File: config.mk
export PLATFORM = sky130hd
export DESIGN_NAME = dma_ctx_ctrl
export DESIGN_NICKNAME = d
export VERILOG_FILES = /design/src/rtl/dma_ctx_pkg.sv /design/src/rtl/desc_decode.sv /design/src/rtl/ctx_regs.sv /design/src/rtl/desc_walker.sv /design/src/rtl/dma_ctx_ctrl.sv
export SDC_FILE = /design/constraint.sdc
export NUM_CORES = 1
export LEC_CHECK = 0
export BUFFER_PORTS_ARGS = -buffer_cell sky130_fd_sc_hd__buf_2
export CAP_MARGIN = 15
export CORE_MARGIN = 5
export CORE_UTILIZATION = 35
export CTS_BUF_LIST = sky130_fd_sc_hd__clkbuf_16
export CTS_CLUSTER_SIZE = 24
export DETAILED_ROUTE_END_ITERATION = 7
export PLACE_DENSITY = 0.53
export RECOVER_POWER = 25
export SLEW_MARGIN = 20
export SYNTH_ARGS = -nofsm -noshare
export SYNTH_HDL_FRONTEND = slang
export SYNTH_HIERARCHICAL = 1
export SYNTH_SLANG_ARGS = --single-unit
File: constraint.sdc
create_clock -name clk -period 2.2 [get_ports clk]
set_input_delay 0.33 -clock clk [delete_from_list [all_inputs] [get_ports clk]]
set_output_delay 0.33 -clock clk [all_outputs]
set_load 0.005 [all_outputs]
File: src/rtl/dma_ctx_pkg.sv
package dma_ctx_pkg;
    localparam int DW    = 32;
    localparam int SPD_W = 3;
    localparam int EVT_W = 5;
    localparam int CMD_W = 4;
    localparam int STEP_W = 6;

    localparam int BIT_RUN    = 15;
    localparam int BIT_WAKE   = 12;
    localparam int BIT_DEAD   = 11;
    localparam int BIT_ACTIVE = 10;

    localparam logic [CMD_W-1:0] CMD_MORE = 4'd0;
    localparam logic [CMD_W-1:0] CMD_LAST = 4'd1;
    localparam logic [CMD_W-1:0] CMD_IMM  = 4'd2;

    localparam logic [EVT_W-1:0] EVT_DONE   = 5'h11;
    localparam logic [EVT_W-1:0] EVT_MEMERR = 5'h0E;
    localparam logic [EVT_W-1:0] EVT_BADCMD = 5'h0F;

    typedef enum logic [2:0] {
        S_IDLE, S_FETCH, S_MOVE, S_BRANCH, S_PARKED, S_DEAD
    } wstate_e;
endpackage

File: src/rtl/desc_decode.sv
module desc_decode
    import dma_ctx_pkg::*;
(
    input  logic [CMD_W-1:0]  cmd,
    output logic              is_last,
    output logic              bad,
    output logic [STEP_W-1:0] step
);
    always_comb begin
        is_last = 1'b0;
        bad     = 1'b0;
        step    = STEP_W'(16);
        unique case (cmd)
            CMD_MORE: step = STEP_W'(16);
            CMD_LAST: is_last = 1'b1;
            CMD_IMM:  step = STEP_W'(32);
            default:  bad = 1'b1;
        endcase
    end
endmodule

File: src/rtl/ctx_regs.sv
module ctx_regs
    import dma_ctx_pkg::*;
#(
    parameter int RA_W = 2
) (
    input  logic             clk,
    input  logic             rst_n,
    input  logic             reg_we,
    input  logic [RA_W-1:0]  reg_addr,
    input  logic [3:0]       reg_be,
    input  logic [DW-1:0]    reg_wdata,
    input  logic             active,
    input  logic             wake_clr,
    input  logic             cp_load,
    input  logic [DW-1:0]    cp_val,
    input  logic             stat_we,
    input  logic [EVT_W-1:0] stat_evt,
    input  logic [SPD_W-1:0] stat_spd,
    output logic             run,
    output logic             wake,
    output logic [DW-1:0]    cmdptr,
    output logic [EVT_W-1:0] evt,
    output logic [SPD_W-1:0] spd
);
    localparam logic [RA_W-1:0] A_SET = RA_W'(0);
    localparam logic [RA_W-1:0] A_CLR = RA_W'(1);
    localparam logic [RA_W-1:0] A_CP  = RA_W'(2);

    logic full_wr;
    assign full_wr = reg_we && (reg_be == 4'hF);

    always_ff @(posedge clk) begin
        if (!rst_n) begin
            run    <= 1'b0;
            wake   <= 1'b0;
            cmdptr <= '0;
            evt    <= '0;
            spd    <= '0;
        end else begin
            if (full_wr && reg_addr == A_SET) begin
                if (reg_wdata[BIT_RUN])           run  <= 1'b1;
                if (reg_wdata[BIT_WAKE] && run)   wake <= 1'b1;
            end
            if (full_wr && reg_addr == A_CLR) begin
                if (reg_wdata[BIT_RUN])  begin run <= 1'b0; wake <= 1'b0; end
                if (reg_wdata[BIT_WAKE]) wake <= 1'b0;
            end
            if (wake_clr) wake <= 1'b0;
            if (full_wr && reg_addr == A_CP && !run && !active)
                cmdptr <= reg_wdata;
            else if (cp_load)
                cmdptr <= cp_val;
            if (stat_we) begin
                evt <= stat_evt;
                spd <= stat_spd;
            end
        end
    end


    cmdptr_locked_chk: assert property (@(posedge clk) disable iff (!rst_n)
        (full_wr && reg_addr == A_CP && run && !cp_load) |=> $stable(cmdptr));
endmodule

File: src/rtl/desc_walker.sv
module desc_walker
    import dma_ctx_pkg::*;
(
    input  logic             clk,
    input  logic             rst_n,
    input  logic             run,
    input  logic             wake,
    input  logic [DW-1:0]    cmdptr,
    output logic             mem_req,
    output logic [DW-1:0]    mem_addr,
    input  logic             mem_ack,
    input  logic             mem_err,
    input  logic [DW-1:0]    mem_rdata,
    output logic             xfer_req,
    input  logic             xfer_done,
    input  logic [SPD_W-1:0] xfer_spd,
    output logic             active,
    output logic             dead,
    output logic             wake_clr,
    output logic             cp_load,
    output logic [DW-1:0]    cp_val,
    output logic             stat_we,
    output logic [EVT_W-1:0] stat_evt,
    output logic [SPD_W-1:0] stat_spd
);
    wstate_e state, nxt;
    logic [DW-1:0]     cur_addr, last_addr;
    logic              last_q;
    logic [STEP_W-1:0] step_q;
    logic              dec_last, dec_bad;
    logic [STEP_W-1:0] dec_step;

    desc_decode u_dec (
        .cmd     (mem_rdata[DW-1 -: CMD_W]),
        .is_last (dec_last),
        .bad     (dec_bad),
        .step    (dec_step)
    );

    always_comb begin
        nxt = state;
        if (!run) begin
            nxt = S_IDLE;
        end else begin
            unique case (state)
                S_IDLE:   nxt = (cmdptr[3:0] != 4'd0) ? S_FETCH : S_PARKED;
                S_FETCH:  if (mem_ack) nxt = (mem_err || dec_bad) ? S_DEAD : S_MOVE;
                S_MOVE:   if (xfer_done) nxt = last_q ? S_BRANCH : S_FETCH;
                S_BRANCH: if (mem_ack)
                              nxt = mem_err ? S_DEAD :
                                    (mem_rdata[3:0] != 4'd0) ? S_FETCH : S_PARKED;
                S_PARKED: if (wake) nxt = S_BRANCH;
                S_DEAD:   nxt = S_DEAD;
                default:  nxt = S_IDLE;
            endcase
        end
    end

    always_ff @(posedge clk) begin
        if (!rst_n) state <= S_IDLE;
        else        state <= nxt;
    end

    always_ff @(posedge clk) begin
        if (!rst_n) begin
            cur_addr  <= '0;
            last_addr <= '0;
            last_q    <= 1'b0;
            step_q    <= '0;
        end else begin
            if (state == S_IDLE) begin
                cur_addr  <= {cmdptr[DW-1:4], 4'h0};
                last_addr <= {cmdptr[DW-1:4], 4'h0};
            end
            if (state == S_FETCH && mem_ack) begin
                last_q <= dec_last;
                step_q <= dec_step;
                if (dec_last) last_addr <= cur_addr;
            end
            if (state == S_MOVE && xfer_done && !last_q)
                cur_addr <= cur_addr + DW'(step_q);
            if (state == S_BRANCH && mem_ack && !mem_err)
                cur_addr <= {mem_rdata[DW-1:4], 4'h0};
        end
    end

    always_comb begin
        mem_req  = (state == S_FETCH) || (state == S_BRANCH);
        mem_addr = (state == S_BRANCH) ? last_addr + DW'(8) : cur_addr;
        xfer_req = (state == S_MOVE);
        active   = (state == S_FETCH) || (state == S_MOVE) || (state == S_BRANCH);
        dead     = (state == S_DEAD);
        wake_clr = (state == S_BRANCH) && mem_ack;
        cp_load  = (state == S_BRANCH) && mem_ack && !mem_err;
        cp_val   = mem_rdata;
        stat_we  = 1'b0;
        stat_evt = EVT_DONE;
        stat_spd = xfer_spd;
        if (state == S_MOVE && xfer_done && last_q) begin
            stat_we = 1'b1;
        end else if (mem_req && mem_ack && mem_err) begin
            stat_we  = 1'b1;
            stat_evt = EVT_MEMERR;
            stat_spd = '0;
        end else if (state == S_FETCH && mem_ack && dec_bad) begin
            stat_we  = 1'b1;
            stat_evt = EVT_BADCMD;
            stat_spd = '0;
        end
    end


    mem_hold_chk: assert property (@(posedge clk) disable iff (!rst_n)
        (mem_req && !mem_ack && run) |=> (mem_req && $stable(mem_addr)));

    xfer_hold_chk: assert property (@(posedge clk) disable iff (!rst_n)
        (xfer_req && !xfer_done && run) |=> xfer_req);

    dead_exit_chk: assert property (@(posedge clk) disable iff (!rst_n)
        (dead && !run) |=> (!dead && !active));

    active_needs_run_chk: assert property (@(posedge clk) disable iff (!rst_n)
        $rose(active) |-> $past(run));
endmodule

File: src/rtl/dma_ctx_ctrl.sv
module dma_ctx_ctrl
    import dma_ctx_pkg::*;
#(
    parameter int RA_W = 2
) (
    input  logic             clk,
    input  logic             rst_n,
    input  logic             reg_we,
    input  logic [RA_W-1:0]  reg_addr,
    input  logic [3:0]       reg_be,
    input  logic [DW-1:0]    reg_wdata,
    output logic [DW-1:0]    reg_rdata,
    output logic             mem_req,
    output logic [DW-1:0]    mem_addr,
    input  logic             mem_ack,
    input  logic             mem_err,
    input  logic [DW-1:0]    mem_rdata,
    output logic             xfer_req,
    input  logic             xfer_done,
    input  logic [SPD_W-1:0] xfer_spd
);
    logic             run, wake, active, dead, wake_clr, cp_load, stat_we;
    logic [DW-1:0]    cmdptr, cp_val;
    logic [EVT_W-1:0] evt, stat_evt;
    logic [SPD_W-1:0] spd, stat_spd;
    logic [DW-1:0]    ctl_word;

    ctx_regs #(.RA_W(RA_W)) u_regs (
        .clk(clk), .rst_n(rst_n), .reg_we(reg_we), .reg_addr(reg_addr),
        .reg_be(reg_be), .reg_wdata(reg_wdata), .active(active),
        .wake_clr(wake_clr), .cp_load(cp_load), .cp_val(cp_val),
        .stat_we(stat_we), .stat_evt(stat_evt), .stat_spd(stat_spd),
        .run(run), .wake(wake), .cmdptr(cmdptr), .evt(evt), .spd(spd)
    );

    desc_walker u_walk (
        .clk(clk), .rst_n(rst_n), .run(run), .wake(wake), .cmdptr(cmdptr),
        .mem_req(mem_req), .mem_addr(mem_addr), .mem_ack(mem_ack),
        .mem_err(mem_err), .mem_rdata(mem_rdata), .xfer_req(xfer_req),
        .xfer_done(xfer_done), .xfer_spd(xfer_spd), .active(active),
        .dead(dead), .wake_clr(wake_clr), .cp_load(cp_load), .cp_val(cp_val),
        .stat_we(stat_we), .stat_evt(stat_evt), .stat_spd(stat_spd)
    );

    always_comb begin
        ctl_word = '0;
        ctl_word[BIT_RUN]    = run;
        ctl_word[BIT_WAKE]   = wake;
        ctl_word[BIT_DEAD]   = dead;
        ctl_word[BIT_ACTIVE] = active;
        ctl_word[EVT_W+SPD_W-1:EVT_W] = spd;
        ctl_word[EVT_W-1:0]  = evt;
        unique case (reg_addr)
            RA_W'(0), RA_W'(1): reg_rdata = ctl_word;
            RA_W'(2):           reg_rdata = cmdptr;
            default:            reg_rdata = '0;
        endcase
    end
endmodule

# --- Yosys cells after proc, flatten, opt, wreduce, memory -nomap -nowiden ---
# Cells that the tools add are included.
classes:
  n_shift: 0
  n_mux: 41
  n_lt_le_gt_ge: 0
  div_mod_pow: 0
  multipliers: 0
  bitwise_logic: 1
  reduce_logical: 38
  eq_ne: 14
  add_sub_neg: 2
op_table:
  columns: ["operator", "count"]
  rows:
  - ["$mux W32", 9]
  - ["$pmux W32 S2", 1]
  - ["$mux W3", 11]
  - ["$add A32 B4 Y32 const B", 1]
  - ["$add A32 B6 Y32", 1]
  - ["$pmux W3 S6", 1]
  - ["$logic_and A1 B1 Y1", 16]
  - ["$mux W5", 3]
  - ["$mux W1", 14]
  - ["$reduce_bool A4 Y1", 2]
  - ["$eq A3 B2 Y1 const B", 2]
  - ["$eq A3 B3 Y1 const B", 2]
  - ["$mux W6", 1]
  - ["$ne A2 B2 Y1 const B", 3]
  - ["$reduce_or A2 Y1", 3]
  - ["$eq A4 B1 Y1 const B", 1]
  - ["$eq A4 B2 Y1 const B", 1]
  - ["$eq A4 B4 Y1 const B", 1]
  - ["$logic_not A1 Y1", 4]
  - ["$logic_not A4 Y1", 1]
  - ["$logic_or A1 B1 Y1", 4]
  - ["$reduce_and A4 Y1", 1]
  - ["$reduce_bool A2 Y1", 2]
  - ["$eq A3 B1 Y1 const B", 1]
  - ["other kinds (10)", 10]
totals:
  output_inout_bits: 66
  ff_bits: 116
  memories: 0
  word_cells: 107
  latchBits: 0
  ram_bits: 0
  romBits: 0
  in_bits: 79

# --- Logic depth before layout (Yosys ltp) ---
logic_depth:
  ltp_word: 7
  mapped_depth: 10
  mapped_depth_nobuf: 8

# --- Modules after synthesis ---
# Netlist, hierarchy kept.
modules_own_cells:
  columns: ["mod", "cells_per_inst", "n_inst", "area_each_um2"]
  rows:
  - ["desc_walker", 737, 1, 5611.6]
  - ["ctx_regs", 221, 1, 2090.8]
  - ["dma_ctx_ctrl", 38, 1, 299.0]
  - ["desc_decode", 9, 1, 71.3]

# --- Worst setup path after synthesis ---
# Ideal clock, no wire load.
synth_path:
  kind: "register to register"
  from: "reg u_walk.cur_addr[0]"
  to: "reg u_walk.cur_addr[22]"
  setup_slack_ns: -0.084
  setup_ns: 0.091
  period_less_slack_ns: 2.284
  arrival_time_ns: 2.193
  required_ns: 2.109
  stages_incl_launch_ff: 9
  path_cell_list: "dfxtp_1 -> ha_1 -> inv_1 -> fa_1 -> nor2b_1 -> o211a_1 -> o211ai_4 -> or4_1 -> a311oi_1"
synth_via:
  elab_chain_len: 3
synth_rtl:
  columns: ["item", "line", "text"]
  rows:
  - ["from (decl)", "desc_walker.sv:27", "logic [DW-1:0] cur_addr, last_addr;"]
  - ["from (signal assigned)", "desc_walker.sv:72", "cur_addr <= {cmdptr[DW-1:4], 4'h0};"]
  - ["from (signal assigned)", "desc_walker.sv:81", "cur_addr <= cur_addr + DW'(step_q);"]
  - ["from (signal assigned)", "desc_walker.sv:83", "cur_addr <= {mem_rdata[DW-1:4], 4'h0};"]
  - ["$add A32 B6 Y32", "desc_walker.sv:81", null]
  - ["$mux W32", "desc_walker.sv:80", "if (state == S_MOVE && xfer_done && !last_q)"]
  - ["$mux W32", "desc_walker.sv:82", "if (state == S_BRANCH && mem_ack && !mem_err)"]
# Every way passes these cells.
# A chain may end at the register's enable or synchronous reset.

# --- Worst setup path after layout ---
layout_path:
  from: "reg u_walk.last_addr[12]"
  to: "out mem_addr[23]"
layout_via:
  elab_chain_len: 2
layout_rtl:
  columns: ["item", "line", "text"]
  rows:
  - ["from (decl)", "desc_walker.sv:27", null]
  - ["from (signal assigned)", "desc_walker.sv:73", "last_addr <= {cmdptr[DW-1:4], 4'h0};"]
  - ["from (signal assigned)", "desc_walker.sv:78", "if (dec_last) last_addr <= cur_addr;"]
  - ["$add A32 B4 Y32", "desc_walker.sv:89", "mem_addr = (state == S_BRANCH) ? last_addr + DW'(8) : cur_addr;"]
  - ["$mux W32", "desc_walker.sv:89", null]
  - ["to (decl)", "dma_ctx_ctrl.sv:14", "output logic [DW-1:0] mem_addr,"]
# Every way passes these cells.

==> impl_metrics.env <==
export IMPL_globalRoute_totalOverflow=0
export IMPL_via_count_of_the_first_global_routing_pass=8132
export IMPL_rr_endpoint="u_walk/last_addr[10]"
export IMPL_comb_power_frac=0.050
export IMPL_power_per_cell_area_nw_per_um2=503.1
export IMPL_seq_power_share=0.412
export IMPL_final_common_cell="nand2_1"
export IMPL_gp_routability_congestion=0.8781
export IMPL_number_of_drc_markers_in_iteration_0=711
export IMPL_fp_dieArea_um2=26200
export IMPL_clockBufferDepth=2
export IMPL_mostFrequentLayoutCells="nand2_1 (145), buf_2 (139), dfxtp_1 (102), buf_4 (83), o211ai_1 (50)"
export IMPL_cell_count_after_synthesis=1005
export IMPL_synth_seq_cells=116
export IMPL_power_static_leakage_nw=4.351
export IMPL_syn2layout_area_growth_pct=26.24
export IMPL_total_switching_power_mw=1.176
export IMPL_synth_cell_type_count=82
export IMPL_post_route_period_util=1.119
export IMPL_ant_nets=0
export IMPL_rr_startpoint="u_walk/state[2]"
export IMPL_cts_htree_levels=4
export IMPL_routedWlPerCell_um=20.67
export IMPL_diodes=0
export IMPL_ctsHoldBuffers=0
export IMPL_arrival_ns=2.13
export IMPL_placed_cells_incl_taps=1414
export IMPL_nets=1245
export IMPL_critical_path_max_fanout=5
export IMPL_worstHoldEndpoint="u_regs/cmdptr[0]"
export IMPL_final_period_minus_worst_setup_slack_ns=2.463
export IMPL_post_synth_main_area_contributors="dfxtp_1 (29%), nand2_1 (6.8%), mux2i_1 (6.0%)"
export IMPL_route_vias_total=8338
export IMPL_power_frac_clock=0.538
export IMPL_final_cell_count_no_fill=1454
export IMPL_worst_hold_path_num_cells=3
export IMPL_final_ws_setup_ns=-0.2629
export IMPL_r2r_worst_path_cells=5
export IMPL_multi_input_area_um2=5248
export IMPL_dpl_hpwl_um=21830
export IMPL_rsz0062_at_grt="yes"
export IMPL_yosys_area_top_type="dfxtp_1"
export IMPL_setup_tns_ns=-4.183
export IMPL_ioPinCount=145
export IMPL_path_class="flip-flop to output pin"
export IMPL_cap_violations=0
export IMPL_crit_path_end_kind="output pin"
export IMPL_synthFlopType="dfxtp_1"
export IMPL_postRouteWirelength_um=30060
export IMPL_layout_filler_cells=2327
export IMPL_fp_coreArea_um2=22710
export IMPL_first_pass_iters=6
export IMPL_port_buffers=144
export IMPL_finalClockSkew_ns=0.01243
export IMPL_final_layout_size_suffix_gt1_frac=0.3071
export IMPL_cp_data_required_time_ns=1.87
export IMPL_yosysWarningCount=6
export IMPL_cts_made_buffers=17
export IMPL_numClockSinks=116
export IMPL_crit_start_category="flip-flop"
export IMPL_finalMaxSlewViolations=0
export IMPL_area_sequential_um2=2342
export IMPL_grt_antenna_before_repair=0
export IMPL_seq_area_frac_synth=0.2877
export IMPL_worst_setup_hold_path_clk_slew_ns=0.06
export IMPL_grt_start_max_net_pins=61
export IMPL_max_freq_ghz=0.4060
export IMPL_cts_root_buffer="clkbuf_16"
export IMPL_number_of_enable_type_register_cells_in_the_synthesized_netlist=0
export IMPL_dieWidth_um=161.9
export IMPL_violations="setup timing"
export IMPL_timing_final_setup_violations=30
export IMPL_asyncSetResetFlopFracSynth=0
export IMPL_worst_skew_pair_late_latency_ns=0.42
export IMPL_worst_hold_path_type="input pin to flip-flop"
export IMPL_cell_internal_power_mw=3.951
export IMPL_routed_via_density=5.735
export IMPL_run_status="finished with violations"
export IMPL_regToRegSetupSlack_ns=0.03
export IMPL_die_height_um=161.9
export IMPL_worst_slew_pin_transition_ns=1.055
export IMPL_starting_density=0.3555
export IMPL_final_hold_viol_count=0
export IMPL_timing_max_slew_rel_slack=0.2965
export IMPL_synth_area_per_cell_um2=8.033
export IMPL_worstHoldStart="reg_wdata[0]"
export IMPL_placementRows=55
export IMPL_grt_total_usage=0.2223
export IMPL_synth_top_cell_area_share=0.2877
export IMPL_clock_tree_from_tritoncts="built"
export IMPL_synth_area_um2=8073
export IMPL_ir_drop_v=0.0003641
export IMPL_wire_length_of_the_first_global_routing_pass_um=46170
export IMPL_power_switching_share=0.2293
export IMPL_drt_drc_violations_left=0
## state kept, by name (all words and copies together) (netlist names)
register and flops:
u_regs/cmdptr 32, u_regs/spd 3, u_regs/wake 1, u_walk/last_q 1, u_regs/run 1, u_walk/step_q 6, u_walk/state 3, u_regs/evt 5
u_walk/cur_addr 32, u_walk/last_addr 32
## power by group through the flow
stage	clock [mW]	sequential, mW	combinational, mW
after CTS	2.79	2.11	0.259
final	2.76	2.11	0.257
after detailed placement	0	2.16	0.258
after global routing	2.89	2.11	0.278
after global placement	0	2.16	0.258
after floorplan	0	2.16	0.155
## cells by family (layout without fill, tap and decap cells)
family / after synthesis / count (layout) / synth area share
other: 1 / 4 / 0.0004645
and+or+nand+nor: 413 / 413 / 0.2762
xor gates and xnor gates: 38 / 38 / 0.04123
AOI/OAI and AO/OA: 237 / 237 / 0.2156
buffers and inverters: 140 / 301 / 0.1004
DFF: 116 / 116 / 0.2877
muxes: 52 / 52 / 0.06510
adders and majority gates: 8 / 8 / 0.01333
## per-layer routing
layer	GRT usage	vias to the layer above	wire, um
met5	0	-	0
met4	0.07651	0	905
met3	0.03755	64	1511
met2	0.3887	291	15060
met1	0.2770	4043	12580
li1	-	3940	-
## worst max path at each step
stage	startpoint	endpoint	slack [ns]	cells past startpoint
CTS	u_walk/last_addr[12]	mem_addr[22]	-0.30	7
detailed placement	u_walk/cur_addr[0]	u_walk/cur_addr[22]	-0.04	8
global placement	u_walk/cur_addr[0]	u_walk/cur_addr[22]	-0.02	8
global route	u_walk/last_addr[12]	mem_addr[26]	-0.36	7
floorplan	u_walk/cur_addr[0]	u_walk/cur_addr[22]	0.04	8
finish	u_walk/last_addr[12]	mem_addr[23]	-0.26	7
## area by class of cell
cell class / instances / area share
well taps: 285 / 0.03499
repair buffers: 246 / 0.1553
inverters: 25 / 0.009208
flip-flops and latches: 116 / 0.2298
multi-input cells: 752 / 0.5149
clock buffers: 17 / 0.04174
clock inverters: 13 / 0.01400
## critical path, stage by stage, from the launching register on
cell,delay (ns)
dfxtp_2,0.36
nand4_4,0.12
or4_4,0.54
buf_6,0.17
nor3_2,0.18
xnor2_1,0.14
o21ai_1,0.07
buf_2,0.14
## metrics by stage
step                      power, mW  cell area (um2)  worst slack, ns  utilization  hold slack (ns)
after floorplan               2.311             8099          0.04168            -           0.4454
after global placement        2.415             9258         -0.01805       0.4077           0.4532
after detailed placement      2.415             9258         -0.03577       0.4077           0.4602
after CTS                     5.157            10070          -0.3021       0.4434           0.1437
after global routing          5.274            10190          -0.3582       0.4488           0.1513
final                         5.127            10190          -0.2629       0.4488           0.1508
## repair_timing
| item | 4_1_cts | 5_1_grt |
|---|---|---|
| buffers inserted | 4 | 5 |
| setup endpoints to repair | 27 | 39 |
| gates cloned | 1 | 1 |
| pin swaps | 29 | 25 |
| gates resized for setup | 46 | 40 |
## cells in the mapped netlist, drive strengths merged (7+ instances only)
| cell type | number |
|---|---|
| nor4 | 9 |
| o211a | 8 |
| buf | 64 |
| xor2 | 13 |
| dfxtp | 116 |
| nor2 | 53 |
| nand2 | 147 |
| xnor2 | 25 |
| a311oi | 25 |
| o21ai | 52 |
| nand2b | 36 |
| nor2b | 12 |
| nand3 | 39 |
| and2 | 28 |
| nor3 | 18 |
| clkbuf | 50 |
| or4 | 12 |
| a21oi | 21 |
| mux2i | 48 |
| nand4 | 20 |
| and3 | 9 |
| a222oi | 11 |
| ha | 7 |
| a22o | 14 |
| o211ai | 51 |
| inv | 25 |
| a211oi | 8 |
(Power assumes the default switching activity.)
